==> config.mk <==
export PLATFORM = sky130hd
export DESIGN_NAME = flash_cmd_decoder
export DESIGN_NICKNAME = d
export VERILOG_FILES = /design/src/rtl/fcd_pkg.sv /design/src/rtl/fcd_classify.sv /design/src/rtl/fcd_status.sv /design/src/rtl/flash_cmd_decoder.sv
export SDC_FILE = /design/constraint.sdc
export NUM_CORES = 1
export LEC_CHECK = 0
export BUFFER_PORTS_ARGS = -buffer_cell sky130_fd_sc_hd__buf_2
export CAP_MARGIN = 20
export CORE_ASPECT_RATIO = 2
export CORE_UTILIZATION = 30
export DETAILED_ROUTE_END_ITERATION = 7
export PLACE_DENSITY = 0.49
export SKIP_CTS_REPAIR_TIMING = 1
export SLEW_MARGIN = 10
export SYNTH_ARGS = -nofsm -noshare
export SYNTH_HDL_FRONTEND = slang
export SYNTH_SLANG_ARGS = --single-unit
export TNS_END_PERCENT = 100
==> constraint.sdc <==
create_clock -name clk -period 2.6 [get_ports clk]
set_input_delay 0.26 -clock clk [delete_from_list [all_inputs] [get_ports clk]]
set_output_delay 0.26 -clock clk [all_outputs]
set_load 0.01 [all_outputs]
==> src/rtl/fcd_pkg.sv <==
package fcd_pkg;

    typedef enum logic [3:0] {
        OP_NONE   = 4'd0,
        OP_PROG   = 4'd1,
        OP_FAST   = 4'd2,
        OP_ERASE  = 4'd3,
        OP_LOCK   = 4'd4,
        OP_UNLOCK = 4'd5,
        OP_LOCKDN = 4'd6,
        OP_PPROG  = 4'd7,
        OP_PLOCK  = 4'd8,
        OP_SUSP   = 4'd9,
        OP_RESUME = 4'd10
    } req_op_e;

    typedef enum logic [1:0] {
        RM_ARRAY  = 2'd0,
        RM_IDENT  = 2'd1,
        RM_QUERY  = 2'd2,
        RM_STATUS = 2'd3
    } rd_mode_e;

    typedef enum logic [3:0] {
        CL_ARRAY, CL_IDENT, CL_QUERY, CL_STAT, CL_CLEAR,
        CL_ERASE_SU, CL_PROG_SU, CL_FAST_SU, CL_LOCK_SU, CL_PROT_SU,
        CL_SUSPEND, CL_CONFIRM, CL_OTHER
    } cmd_cls_e;

    typedef enum logic [2:0] {
        ST_IDLE, ST_SECOND, ST_RUN_PROG, ST_RUN_ERASE, ST_RUN_FIXED,
        ST_SUS_PROG, ST_SUS_ERASE
    } fsm_st_e;

    typedef struct packed {
        logic set_ready;
        logic clr_ready;
        logic set_err;
        logic clr_err;
        logic set_psus;
        logic set_esus;
        logic clr_sus;
    } sr_upd_t;

    typedef struct packed {
        logic ready;
        logic esus;
        logic err;
        logic psus;
    } sr_t;

    function automatic logic is_read_cls(cmd_cls_e c);
        return (c == CL_ARRAY) || (c == CL_IDENT) || (c == CL_QUERY) || (c == CL_STAT);
    endfunction

    function automatic rd_mode_e mode_of(cmd_cls_e c);
        case (c)
            CL_IDENT: return RM_IDENT;
            CL_QUERY: return RM_QUERY;
            CL_STAT:  return RM_STATUS;
            default:  return RM_ARRAY;
        endcase
    endfunction

    function automatic logic is_run(fsm_st_e s);
        return (s == ST_RUN_PROG) || (s == ST_RUN_ERASE) || (s == ST_RUN_FIXED);
    endfunction

endpackage

==> src/rtl/fcd_classify.sv <==
module fcd_classify
    import fcd_pkg::*;
#(
    parameter bit ALT_PROG_EN = 1'b1
) (
    input  logic [7:0] code,
    output cmd_cls_e   cls
);
    logic alt_hit;

    generate
        if (ALT_PROG_EN) begin : g_alt
            assign alt_hit = (code == 8'h10);
        end else begin : g_no_alt
            assign alt_hit = 1'b0;
        end
    endgenerate

    always_comb begin
        case (code)
            8'hFF:   cls = CL_ARRAY;
            8'h90:   cls = CL_IDENT;
            8'h98:   cls = CL_QUERY;
            8'h70:   cls = CL_STAT;
            8'h50:   cls = CL_CLEAR;
            8'h20:   cls = CL_ERASE_SU;
            8'h40:   cls = CL_PROG_SU;
            8'h30:   cls = CL_FAST_SU;
            8'h60:   cls = CL_LOCK_SU;
            8'hC0:   cls = CL_PROT_SU;
            8'hB0:   cls = CL_SUSPEND;
            8'hD0:   cls = CL_CONFIRM;
            default: cls = alt_hit ? CL_PROG_SU : CL_OTHER;
        endcase
    end
endmodule

==> src/rtl/fcd_status.sv <==
module fcd_status
    import fcd_pkg::*;
(
    input  logic       clk,
    input  logic       rst_n,
    input  sr_upd_t    upd,
    output logic [7:0] sr_bits
);
    sr_t sr_d, sr_q;

    always_comb begin
        sr_d = sr_q;
        if (upd.clr_ready) sr_d.ready = 1'b0;
        if (upd.set_ready) sr_d.ready = 1'b1;
        if (upd.clr_err)   sr_d.err   = 1'b0;
        if (upd.set_err)   sr_d.err   = 1'b1;
        if (upd.clr_sus) begin
            sr_d.psus = 1'b0;
            sr_d.esus = 1'b0;
        end
        if (upd.set_psus)  sr_d.psus  = 1'b1;
        if (upd.set_esus)  sr_d.esus  = 1'b1;
    end

    always_ff @(posedge clk or negedge rst_n) begin
        if (!rst_n) begin
            sr_q <= '{ready: 1'b1, esus: 1'b0, err: 1'b0, psus: 1'b0};
        end else begin
            sr_q <= sr_d;
        end
    end

    assign sr_bits = {sr_q.ready, sr_q.esus, 1'b0, sr_q.err, 1'b0, sr_q.psus, 2'b00};
endmodule

==> src/rtl/flash_cmd_decoder.sv <==
module flash_cmd_decoder
    import fcd_pkg::*;
#(
    parameter int AW          = 21,
    parameter int DW          = 16,
    parameter int BLK_W       = 15,
    parameter bit ALT_PROG_EN = 1'b1
) (
    input  logic          clk,
    input  logic          rst_n,
    input  logic          bus_we,
    input  logic [AW-1:0] bus_addr,
    input  logic [DW-1:0] bus_wdata,
    input  logic          wsm_busy,
    output logic          req_stb,
    output logic [3:0]    req_op,
    output logic [AW-1:0] req_addr,
    output logic [DW-1:0] req_wdata,
    output logic [1:0]    rd_mode,
    output logic [7:0]    sr_bits
);
    localparam int BLK_MSB = AW - 1;
    localparam logic [DW-1:0] PLOCK_WORD = DW'(16'hFFFD);

    typedef struct packed {
        fsm_st_e       st;
        cmd_cls_e      setup;
        logic [AW-1:0] su_addr;
        rd_mode_e      mode;
        logic          req;
        req_op_e       op;
        logic [AW-1:0] addr;
        logic [DW-1:0] data;
        logic          busy;
    } ctl_t;

    ctl_t     r_d, r_q;
    cmd_cls_e cls;
    sr_upd_t  upd;
    fsm_st_e  cur_st;
    logic     wsm_done;
    logic     same_blk;
    logic     do_issue;
    logic     do_err;
    req_op_e  iss_op;
    fsm_st_e  iss_st;

    fcd_classify #(.ALT_PROG_EN(ALT_PROG_EN)) u_cls (
        .code (bus_wdata[7:0]),
        .cls  (cls)
    );

    fcd_status u_sr (
        .clk     (clk),
        .rst_n   (rst_n),
        .upd     (upd),
        .sr_bits (sr_bits)
    );

    assign wsm_done = r_q.busy & ~wsm_busy;
    assign same_blk = (bus_addr[BLK_MSB:BLK_W] == r_q.su_addr[BLK_MSB:BLK_W]);
    assign cur_st   = r_q.st;

    always_comb begin
        fsm_st_e eff_st;
        r_d      = r_q;
        r_d.req  = 1'b0;
        r_d.busy = wsm_busy;
        upd      = '0;
        do_issue = 1'b0;
        do_err   = 1'b0;
        iss_op   = OP_NONE;
        iss_st   = ST_IDLE;
        eff_st   = r_q.st;

        // completion is taken first; a write in the same cycle sees idle
        if (is_run(r_q.st) && wsm_done) begin
            eff_st        = ST_IDLE;
            r_d.st        = ST_IDLE;
            upd.set_ready = 1'b1;
        end

        if (bus_we) begin
            case (eff_st)
                ST_IDLE, ST_SUS_PROG, ST_SUS_ERASE: begin
                    if (is_read_cls(cls)) begin
                        r_d.mode = mode_of(cls);
                    end else if (cls == CL_CLEAR) begin
                        upd.clr_err = 1'b1;
                    end else if (eff_st == ST_IDLE) begin
                        if (cls inside {CL_ERASE_SU, CL_PROG_SU, CL_FAST_SU,
                                        CL_LOCK_SU, CL_PROT_SU}) begin
                            r_d.st      = ST_SECOND;
                            r_d.setup   = cls;
                            r_d.su_addr = bus_addr;
                        end
                    end else if (cls == CL_CONFIRM) begin
                        r_d.req       = 1'b1;
                        r_d.op        = OP_RESUME;
                        r_d.addr      = bus_addr;
                        r_d.data      = bus_wdata;
                        r_d.mode      = RM_STATUS;
                        r_d.st        = (eff_st == ST_SUS_PROG) ? ST_RUN_PROG : ST_RUN_ERASE;
                        upd.clr_ready = 1'b1;
                        upd.clr_sus   = 1'b1;
                    end
                end
                ST_SECOND: begin
                    r_d.st = ST_IDLE;
                    case (r_q.setup)
                        CL_PROG_SU: begin
                            do_issue = 1'b1;
                            iss_op   = OP_PROG;
                            iss_st   = ST_RUN_PROG;
                        end
                        CL_FAST_SU: begin
                            do_issue = (cls == CL_CONFIRM);
                            iss_op   = OP_FAST;
                            iss_st   = ST_RUN_PROG;
                        end
                        CL_ERASE_SU: begin
                            do_issue = (cls == CL_CONFIRM) && same_blk;
                            iss_op   = OP_ERASE;
                            iss_st   = ST_RUN_ERASE;
                        end
                        CL_LOCK_SU: begin
                            iss_st = ST_RUN_FIXED;
                            case (bus_wdata[7:0])
                                8'h01: begin do_issue = 1'b1; iss_op = OP_LOCK;   end
                                8'hD0: begin do_issue = 1'b1; iss_op = OP_UNLOCK; end
                                8'h2F: begin do_issue = 1'b1; iss_op = OP_LOCKDN; end
                                default: do_issue = 1'b0;
                            endcase
                        end
                        CL_PROT_SU: begin
                            do_issue = 1'b1;
                            iss_op   = (bus_wdata == PLOCK_WORD) ? OP_PLOCK : OP_PPROG;
                            iss_st   = ST_RUN_FIXED;
                        end
                        default: do_issue = 1'b0;
                    endcase
                    do_err = ~do_issue;
                end
                ST_RUN_PROG, ST_RUN_ERASE: begin
                    if (cls == CL_SUSPEND) begin
                        r_d.req       = 1'b1;
                        r_d.op        = OP_SUSP;
                        r_d.addr      = bus_addr;
                        r_d.data      = bus_wdata;
                        upd.set_ready = 1'b1;
                        if (eff_st == ST_RUN_PROG) begin
                            upd.set_psus = 1'b1;
                            r_d.st       = ST_SUS_PROG;
                        end else begin
                            upd.set_esus = 1'b1;
                            r_d.st       = ST_SUS_ERASE;
                        end
                    end
                end
                default: ;
            endcase
        end

        if (do_issue) begin
            r_d.req       = 1'b1;
            r_d.op        = iss_op;
            r_d.addr      = bus_addr;
            r_d.data      = bus_wdata;
            r_d.mode      = RM_STATUS;
            r_d.st        = iss_st;
            upd.clr_ready = 1'b1;
        end
        if (do_err) begin
            r_d.mode    = RM_STATUS;
            upd.set_err = 1'b1;
        end
    end

    always_ff @(posedge clk or negedge rst_n) begin
        if (!rst_n) begin
            r_q <= '{st: ST_IDLE, setup: CL_OTHER, su_addr: '0, mode: RM_ARRAY,
                     req: 1'b0, op: OP_NONE, addr: '0, data: '0, busy: 1'b0};
        end else begin
            r_q <= r_d;
        end
    end

    assign req_stb   = r_q.req;
    assign req_op    = r_q.op;
    assign req_addr  = r_q.addr;
    assign req_wdata = r_q.data;
    assign rd_mode   = r_q.mode;
endmodule

# [Word level (Yosys, flattened, before mapping)]
# Cells that the tools add are included.
# W data, S select, Z words.
[word_totals] regBits=77 word_cells=161
[op_classes] bitwise_logic=5 n_mux=67 reduce_logical=28 n_eq_ne=48
[op_table] op="$mux W72" count=2
[op_table] op="$mux W44" count=3
[op_table] op="$mux W42" count=2
[op_table] op="$pmux W42 S2" count=1
[op_table] op="$mux W28" count=2
[op_table] op="$eq A8 B8 Y1 const B" count=6
[op_table] op="$pmux W4 S12" count=1
[op_table] op="$eq A8 B7 Y1 const B" count=4
[op_table] op="$mux W1" count=30
[op_table] op="$eq A4 B3 Y1 const B" count=7
[op_table] op="$mux W27" count=1
[op_table] op="$pmux W3 S3" count=3
[op_table] op="$mux W25" count=1
[op_table] op="$eq A4 B4 Y1 const B" count=6
[op_table] op="$eq A8 B6 Y1 const B" count=3
[op_table] op="$mux W3" count=7
[op_table] op="$mux W4" count=5
[op_table] op="$pmux W4 S5" count=1
[op_table] op="$eq A16 B16 Y1 const B" count=1
[op_table] op="$ne A3 B3 Y1 const B" count=5
[op_table] op="$eq A3 B2 Y1 const B" count=4
[op_table] op="$mux W2" count=6
[op_table] op="$reduce_bool A2 Y1" count=5
[op_table] op="$eq A3 B3 Y1 const B" count=3
[op_table] op="other kinds (23)" count=39

# [Logic depth before layout (Yosys ltp)]
# Gate-level depths: netlist of run 1.
[logic_depth] ltp_word=15 ltp_mapped=9 ltp_nobuf=6

# [By module]
# Synthesis of run 1 repeated with hierarchy kept, for this count alone.
[unflattened] hier_cells=348 hier_area_um2=3727.3
[by_module_without_submodules] module="flash_cmd_decoder" instances=1 seq_area_each_um2=1453.9 cells_per_inst=301 area_per_inst_um2=3342.0
[by_module_without_submodules] module="fcd_classify" instances=1 seq_area_each_um2=0.0 cells_per_inst=31 area_per_inst_um2=209.0
[by_module_without_submodules] module="fcd_status" instances=1 seq_area_each_um2=101.3 cells_per_inst=16 area_per_inst_um2=176.4

# [Least setup slack after synthesis of run 1]
# OpenSTA, ideal clock, no wires.
[synth_timing] path_type="reg2reg" start="reg r_q[69] (netlist bit)" end="reg r_q, in the netlist req_wdata[1]" period_less_slack_ns=2.209 path_stages_with_launch=9 t_required_ns=2.472 setup_slack_ns=0.391 arrival_ns=2.082 setup_time_ns=0.128 cell_sequence="dfstp_2 > nor3b_1 > o211ai_1 > a31oi_1 > a21oi_1 > nand2_1 > buf_4 > buf_6 > mux2_1"
[synth_via] elab_chain_cells=9 word_cells_on_any_way=20
[synth_rtl] item="from (decl)" line_no="flash_cmd_decoder.sv:37" text="ctl_t r_d, r_q;"
[synth_rtl] item="from (signal assigned)" line_no="flash_cmd_decoder.sv:181" text="r_q <= '{st: ST_IDLE, setup: CL_OTHER, su_addr: '0, mode: RM_ARRAY,"
[synth_rtl] item="from (signal assigned)" line_no="flash_cmd_decoder.sv:184" text="r_q <= r_d;"
[synth_rtl] item="$eq A4 B4 Y1 or $eq A4 B3 Y1 (tied branches)" line_no="flash_cmd_decoder.sv:110" text="case (r_q.setup)"
[synth_rtl] item="$reduce_or A2 Y1 (no source line)"
[synth_rtl] item="$pmux W1 S4 *" line_no="flash_cmd_decoder.sv:110"
[synth_rtl] item="$mux W1 *" line_no="flash_cmd_decoder.sv:84" text="case (eff_st)"
[synth_rtl] item="$mux W1 *" line_no="flash_cmd_decoder.sv:83" text="if (bus_we) begin"
[synth_rtl] item="$mux W1 *" line_no="flash_cmd_decoder.sv:84"
[synth_rtl] item="$mux W1 *" line_no="flash_cmd_decoder.sv:83"
[synth_rtl] item="$ne A3 B3 Y1 (no source line), or another cell as far along"
[synth_rtl] item="$reduce_and A7 Y1 (no source line)"
# Mark *: on every way between the ends. The rest lies on a longest branch, timed or not. The select of a mux whose other input is x is not followed.
# A chain may end at the register's enable or synchronous reset.

# [Final worst setup path of run 1]
[layout_timing] start="reg r_q, in the netlist cur_st[0]" end="reg r_q, in the netlist req_addr[2]"
[layout_via] elab_chain_cells=10 word_cells_on_any_way=28
[layout_rtl] item="$eq A3 B2 Y1" line_no="fcd_pkg.sv:66" text="return (s == ST_RUN_PROG) || (s == ST_RUN_ERASE) || (s == ST_RUN_FIXED);"
[layout_rtl] item="$logic_or A1 B1 Y1 (2 in series)" line_no="fcd_pkg.sv:66"
[layout_rtl] item="$logic_and A1 B1 Y1" line_no="flash_cmd_decoder.sv:77" text="if (is_run(r_q.st) && wsm_done) begin"
[layout_rtl] item="$mux W3 *" line_no="flash_cmd_decoder.sv:77"
[layout_rtl] item="$eq A3 B1 Y1, or another cell as far along" line_no="flash_cmd_decoder.sv:84"
[layout_rtl] item="$mux W1, or another cell as far along" line_no="flash_cmd_decoder.sv:84"
[layout_rtl] item="$mux W1 or $pmux W42 S2 (tied branches)" line_no="flash_cmd_decoder.sv:83, flash_cmd_decoder.sv:84"
[layout_rtl] item="$ne A3 B3 Y1 (no source line), or another cell as far along"
[layout_rtl] item="$reduce_and A7 Y1 (no source line) or $mux W44 (tied branches)"
# Marks and branches as above.

==> key figures, run 1 <==
Job
  – Max Cap Viol: 0

CTS
  – Max H-tree Level: 3
  – Clock sink count: just over 60
  – Num CTS Buffers: 9
  – Root Buffer: clkbuf_16
  – Clock slew at reported path FFs: around 0.06 ns
  – Clock buffer depth: 2
  – Clock latency on the worst-skew pair: approximately 0.33 ns
  – CTS tree: built

Yosys
  – Top cells by area, synth: dfrtp_1 (40%), mux2_1 (11%), buf_4 (9.8%)
  – Synth Warn #: 0
  – Post-synth EDFFs: 0
  – Netlist cell types: 61
  – Synth Register Bits: 62
  – Syn_area_per_cell: ~10 um^2
  – Top FF cell, synth: dfrtp_1
  – Share of the yosys chip area belonging to registers: 42.3%
  – Post-synth ARST share: between 90% and 100%
  – Area share of the largest cell type after synthesis: 40.2%
  – Largest area contributor in the netlist: dfrtp_1
  – Post-Syn Area: around 3700 um^2
  – Cells after Synth: 351

Setup path
  – Worst r2r src: cur_st[0]
  – Slowest Stage Delay on Critical Path: 0.62 ns
  – Worst Reg2Reg Path Length in Cells: 7
  – CP endpoint kind: flop
  – WP buf/inv: 1
  – R2r endpoint: req_addr[2]
  – Crit path max-delay family: flip-flops
  – Worst Setup Path Type: flop to flop
  – CP max stage cell: dfrtp_1
  – Worst path required time: 2.81 ns
  – Worst-path maximum fanout: 16
  – Crit path DAT: roughly 2.5 ns
  – Reg2Reg Setup Slack: between 0.3 and 0.4 ns
  – Crit path cell chain: xnor2_1, nor3_1, a32o_1, nand2_1, nand2_2, buf_4, mux2_1
  – Critical Path Start Type: flop

Floorplanning
  – Top-level I/O count: 93
  – Core area: 11800 um^2
  – Number of core rows: 56
  – Die X: 80.3 um
  – Chip Height: approximately 160 um
  – Die area: ~13000 um^2
  – Starting Density: a little under a third

Placement
  – Placed inst area: ~4000 um^2
  – PortBufs: 88
  – Hpwl dp: 6930 um
  – Routability Congestion: roughly 0.84
  – Placed Cells: 532

Final layout
  – Diodes inserted: 0
  – Layout Cells excl Fill: roughly 550
  – Fin area: around 4300 um^2
  – Commonest non-fill, non-tap cell in the layout: buf_2
  – Commonest cells after routing, fill and taps aside: buf_2 (88), dfrtp_1 (59), mux2_1 (37)
  – NumNets Final: approximately 440
  – Share of layout cells above drive strength 1: between 30 and 40%
  – Area Growth Syn to Fin: 16.0%

Timing
  – RSZ-0062 raised after global routing: false
  – Worst slew margin: 54.5%
  – Final Setup Violations: 0
  – Max Freq: 440 MHz
  – Min Clock Period, post-route: roughly 2.3 ns
  – Setup TNS: 0 ns
  – Final Hold Vio Count: 27
  – Clock skew: roughly 0.0096 ns
  – Tightest Pin Transition: between 0.6 and 0.7 ns
  – Final Cycle Share: approximately 87%
  – Final hold slack: -0.0291 ns
  – Slew Viols, Final: 0

Global route
  – Total track usage: 15.3%
  – Initial antenna violation count: 0
  – Overflow after GRT: 0
  – First-pass GRT wire length: roughly 15000 um
  – Largest net degree at the start of global routing: 30
  – Number of global-route vias before repair: ~2900

Route
  – Routed WL: between 8000 and 9000 um
  – Detailed-router iteration count before antenna repair: 4
  – Vias: roughly 2800
  – DRC: 0
  – Iteration-0 DRC Markers: 110
  – Routed Antenna Nets: 0
  – Avg Vias per Cell: 5.07
  – DR WL/cell: about 16 um

Status
  – Failing checks: negative hold slack
  – Status: finished, violations left

Power and ir drop
  – PwrDens: ~1000 nW/um^2
  – Worst IR drop on VDD: about 360 uV
  – Leakage power: slightly below 2 nW
  – Tot Pwr: roughly 4.4 mW

Hold path
  – Worst Hold Class: input port to async pin
flip-flops by register name (all words and copies together), names as in the netlist:
signal,flops
rd_mode,2
req_stb,1
r_q,11
req_addr,21
u_sr.sr_bits,4
req_op,4
req_wdata,16
cur_st,3
cells by family after synthesis:
logic type | count (synthesis) | synth area share, %
DFF | 62 | 42.3
muxes | 48 | 15.4
and+or+nand+nor | 85 | 13.4
other | 1 | 0.102
AOI/OAI and AO/OA | 72 | 13.4
buffers and inverters | 74 | 13.2
xor gates and xnor gates | 9 | 2.14
cell usage after synthesis (all sizes together), types with 7 or more instances:
cell,n
nand2,16
a21oi,13
nand3,15
mux2,45
nor2,14
o21ai,22
buf,54
nand2b,7
clkbuf,13
inv,7
dfrtp,59
stage by stage:
step,utilization (%),worst slack [ns]
after floorplan,-,0.391
after global placement,33.4,0.326
after detailed placement,33.4,0.301
after CTS,36.0,0.325
after global routing,36.0,0.166
final,36.0,0.327
worst max-delay path by stage:
stage	startpoint	end	slack (ns)	depth (start not counted)
after floorplan	r_q[69]	req_wdata[1]	0.39	8
after global placement	bus_wdata[4]	req_addr[18]	0.33	8
after detailed placement	bus_wdata[4]	req_addr[2]	0.30	8
after CTS	cur_st[1]	req_addr[2]	0.33	7
after global routing	cur_st[0]	req_addr[2]	0.17	7
final	cur_st[0]	req_addr[2]	0.33	7
per-layer routing:
metal,part of all wire (%),vias to the layer above,global-route usage [%]
met5,0,-,0
met3,4.4,24,3.15
met1,35,1366,14.8
met4,3.1,0,6.89
met2,57,89,30.0
li1,-,1302,-
power by group:
group	leakage (nW)	internal (mW)	total [mW]	switching, mW
clock network	0.141	0.772	1.23	0.456
registers	0.779	1.39	1.68	0.289
logic	1.04	0.753	1.53	0.775
total	1.96	2.92	4.44	1.52
cell type report:
cell class / count / area [um^2]
multi-input cells: 218 / 1650
fillers: 1219 / 7580
clock inverters: 6 / 70.1
inverters: 7 / 26.3
flip-flops and latches: 62 / 1560
repair buffers: 100 / 543
well taps: 145 / 181
clock buffers: 10 / 239
Note: power is estimated with default switching activity, not from simulation.
==> run 2: changes to the inputs <==
--- a/config.mk
+++ b/config.mk
@@ -10,6 +10,7 @@
 export CORE_ASPECT_RATIO = 2
 export CORE_UTILIZATION = 30
 export DETAILED_ROUTE_END_ITERATION = 7
+export MAX_ROUTING_LAYER = met4
 export PLACE_DENSITY = 0.49
 export SKIP_CTS_REPAIR_TIMING = 1
 export SLEW_MARGIN = 10
==> run 2 against run 1 <==
  * The flow still finishes with violations (negative hold slack)
  * Power barely moved
  * Combinational power barely moved
  * Clock power barely moved
  * Cell area did not move
  * Setup slack got worse by 0.024 ns
  * Count of clock-buffer cells in the layout did not move
  * Non-clock buffer count did not move
==> key figures, run 2 (synthesized netlist as in run 1, its figures left out) <==
Global route
  – Initial antenna violation count: 0 (unchanged)
  – Total track usage: 15.7% (+0.43 points)
  – Largest net degree at the start of global routing: 30 (unchanged)
  – Overflow after GRT: 0 (unchanged)
  – Number of global-route vias before repair: 2922 (unchanged)
  – First-pass GRT wire length: 14600 um (about the same)

Route
  – Routed Antenna Nets: 0 (unchanged)
  – Routed WL: 8860 um (about the same)
  – DR WL/cell: 16.2 um (about the same)
  – Avg Vias per Cell: 5.06 (-0.32%)
  – Iteration-0 DRC Markers: 100 (-9.1%)
  – Detailed-router iteration count before antenna repair: 4 (unchanged)
  – Vias: 2772 (-0.32%)
  – DRC: 0 (unchanged)

Final layout
  – Diodes inserted: 0 (unchanged)
  – Multi-input gate area: 1650 um^2 (unchanged)
  – NumNets Final: 439 (unchanged)
  – Commonest cells after routing, fill and taps aside: buf_2 (88), dfrtp_1 (59), mux2_1 (37)
  – Share of layout cells above drive strength 1: 34.2% (unchanged)
  – Post-Route Utilization: 36.0% (unchanged)
  – Max reg flops: 21 (unchanged)
  – Area Growth Syn to Fin: 16.0% (unchanged)
  – Filler Cells Inserted: 1219 (unchanged)
  – Commonest non-fill, non-tap cell in the layout: buf_2
  – Reg area: 1560 um^2 (unchanged)

Floorplanning
  – Top-level I/O count: 93 (unchanged)
  – Die area: 12700 um^2 (unchanged)
  – Starting Density: 31.0% (unchanged)
  – Chip Height: 159 um (unchanged)
  – Core area: 11800 um^2 (unchanged)
  – Die X: 80.3 um (unchanged)
  – Number of core rows: 56 (unchanged)

CTS
  – Clock latency on the worst-skew pair: 0.33 ns (about the same)
  – Root Buffer: clkbuf_16
  – Clock slew at reported path FFs: 0.06 ns (about the same)
  – CTS tree: built
  – Max H-tree Level: 3 (unchanged)
  – Clock buffer depth: 2 (unchanged)
  – Num CTS Buffers: 9 (unchanged)
  – Clock sink count: 62 (unchanged)

Timing
  – Min Clock Period, post-route: 2.30 ns (+0.0241 ns)
  – Slew Viols, Final: 0 (unchanged)
  – Slack of the critical path: 0.303 ns (-0.0241 ns)
  – Final Setup Violations: 0 (unchanged)
  – Final Hold Vio Count: 27 (unchanged)
  – RSZ-0062 raised after global routing: false
  – Max Freq: 435 MHz (-1.1%)
  – Final Cycle Share: 88.3% (+0.93 points)
  – Worst slew margin: 54.3% (-0.14 points)
  – Clock skew: 0.00918 ns (-0.000431 ns)
  – Setup TNS: 0 ns (unchanged)
  – Final hold slack: -0.0304 ns (-0.00135 ns)
  – Tightest Pin Transition: 0.685 ns (+0.00206 ns)

Placement
  – PortBufs: 88 (unchanged)
  – Pre-CTS WS: 0.301 ns (unchanged)
  – Routability Congestion: 0.858 (+1.6%)
  – Hpwl dp: 6930 um (unchanged)

Hold path
  – Worst Hold Class: input port to async pin

Setup path
  – Worst-path maximum fanout: 16 (unchanged)
  – Critical Path Start Type: flop
  – CP endpoint kind: flop
  – CP max stage cell: dfrtp_1
  – Worst Reg2Reg Path Length in Cells: 7 (unchanged)
  – Crit path cell chain: xnor2_1, nor3_1, a32o_1, nand2_1, nand2_2, buf_4, mux2_1
  – Worst path required time: 2.81 ns (about the same)
  – Worst Setup Path Type: flop to flop
  – Crit path DAT: 2.51 ns (+0.02 ns)
  – Worst r2r src: cur_st[1]
  – Slowest Stage Delay on Critical Path: 0.54 ns (-0.08 ns)
  – CP Launch Point: cur_st[1]

Power and ir drop
  – Leakage power: 1.96 nW (unchanged)
  – Worst IR drop on VDD: 358 uV (+0.73%)
  – PwrDens: 1040 nW/um^2 (about the same)

Status
  – Status: finished, violations left
  – Failing checks: negative hold slack

Job
  – Max Cap Viol: 0 (unchanged)
[run 2: cell counts in the layout (fill, tap and decap cells not counted)]
Identical to the previous run, type by type.
[run 2: final timing paths]
path | end | slack [ns]
max in group asynchronous | u_sr.sr_bits[7] | 1.88
hold reg to reg | u_sr.sr_bits[2] | 0.47
setup reg to reg | req_addr[2] | 0.30
setup / recovery | req_addr[2] | 0.30
hold / removal | req_wdata[0] | -0.03
min in group clk | r_q[0] | 0.07
[run 2: where the power goes]
part           internal (mW)  total, mW  leakage (nW)  switching (mW)
Combinational          0.753       1.53          1.04           0.775
Sequential              1.39       1.68         0.779           0.288
Clock                  0.772       1.23         0.141           0.458
Total                   2.92       4.44          1.96            1.52
[run 2: cell type report]
class	instances	area share [%]
tap	145	4.25
clock buffer	10	5.60
inverter	7	0.616
clock inverter	6	1.64
multi-input combinational	218	38.7
sequential	62	36.5
timing repair buffer	100	12.7
[run 2: metrics by stage]
step | instance area, um^2 | instances | power (mW) | hold WS [ns]
2_1_floorplan | 3690 | 354 | 3.06 | -0.0356
3_3_place_gp | 3960 | 532 | 3.21 | 0.343
3_5_place_dp | 3960 | 532 | 3.26 | 0.352
4_1_cts | 4270 | 548 | 4.52 | -0.00785
5_1_grt | 4270 | 548 | 4.75 | 0.0203
6_report | 4270 | 548 | 4.44 | -0.0304
[run 2: metal layers]
layer / up-vias / part of all wire, % / track usage, %
met2: 82 / 57 / 29.9
met1: 1368 / 36 / 14.8
met4: 0 / 2.8 / 6.89
met3: 23 / 4.2 / 3.15
li1: 1299 / - / -
met5: - / 0 / -
[run 2: worst max-delay path, delay by kind of cell, from the launching register on]
kind            cells  cell delay, ns
flops               1            0.54
buf+inv             1            0.25
simple gates        3            0.59
compound gates      1            0.23
xor+xnor            1            0.20
mux                 1            0.36
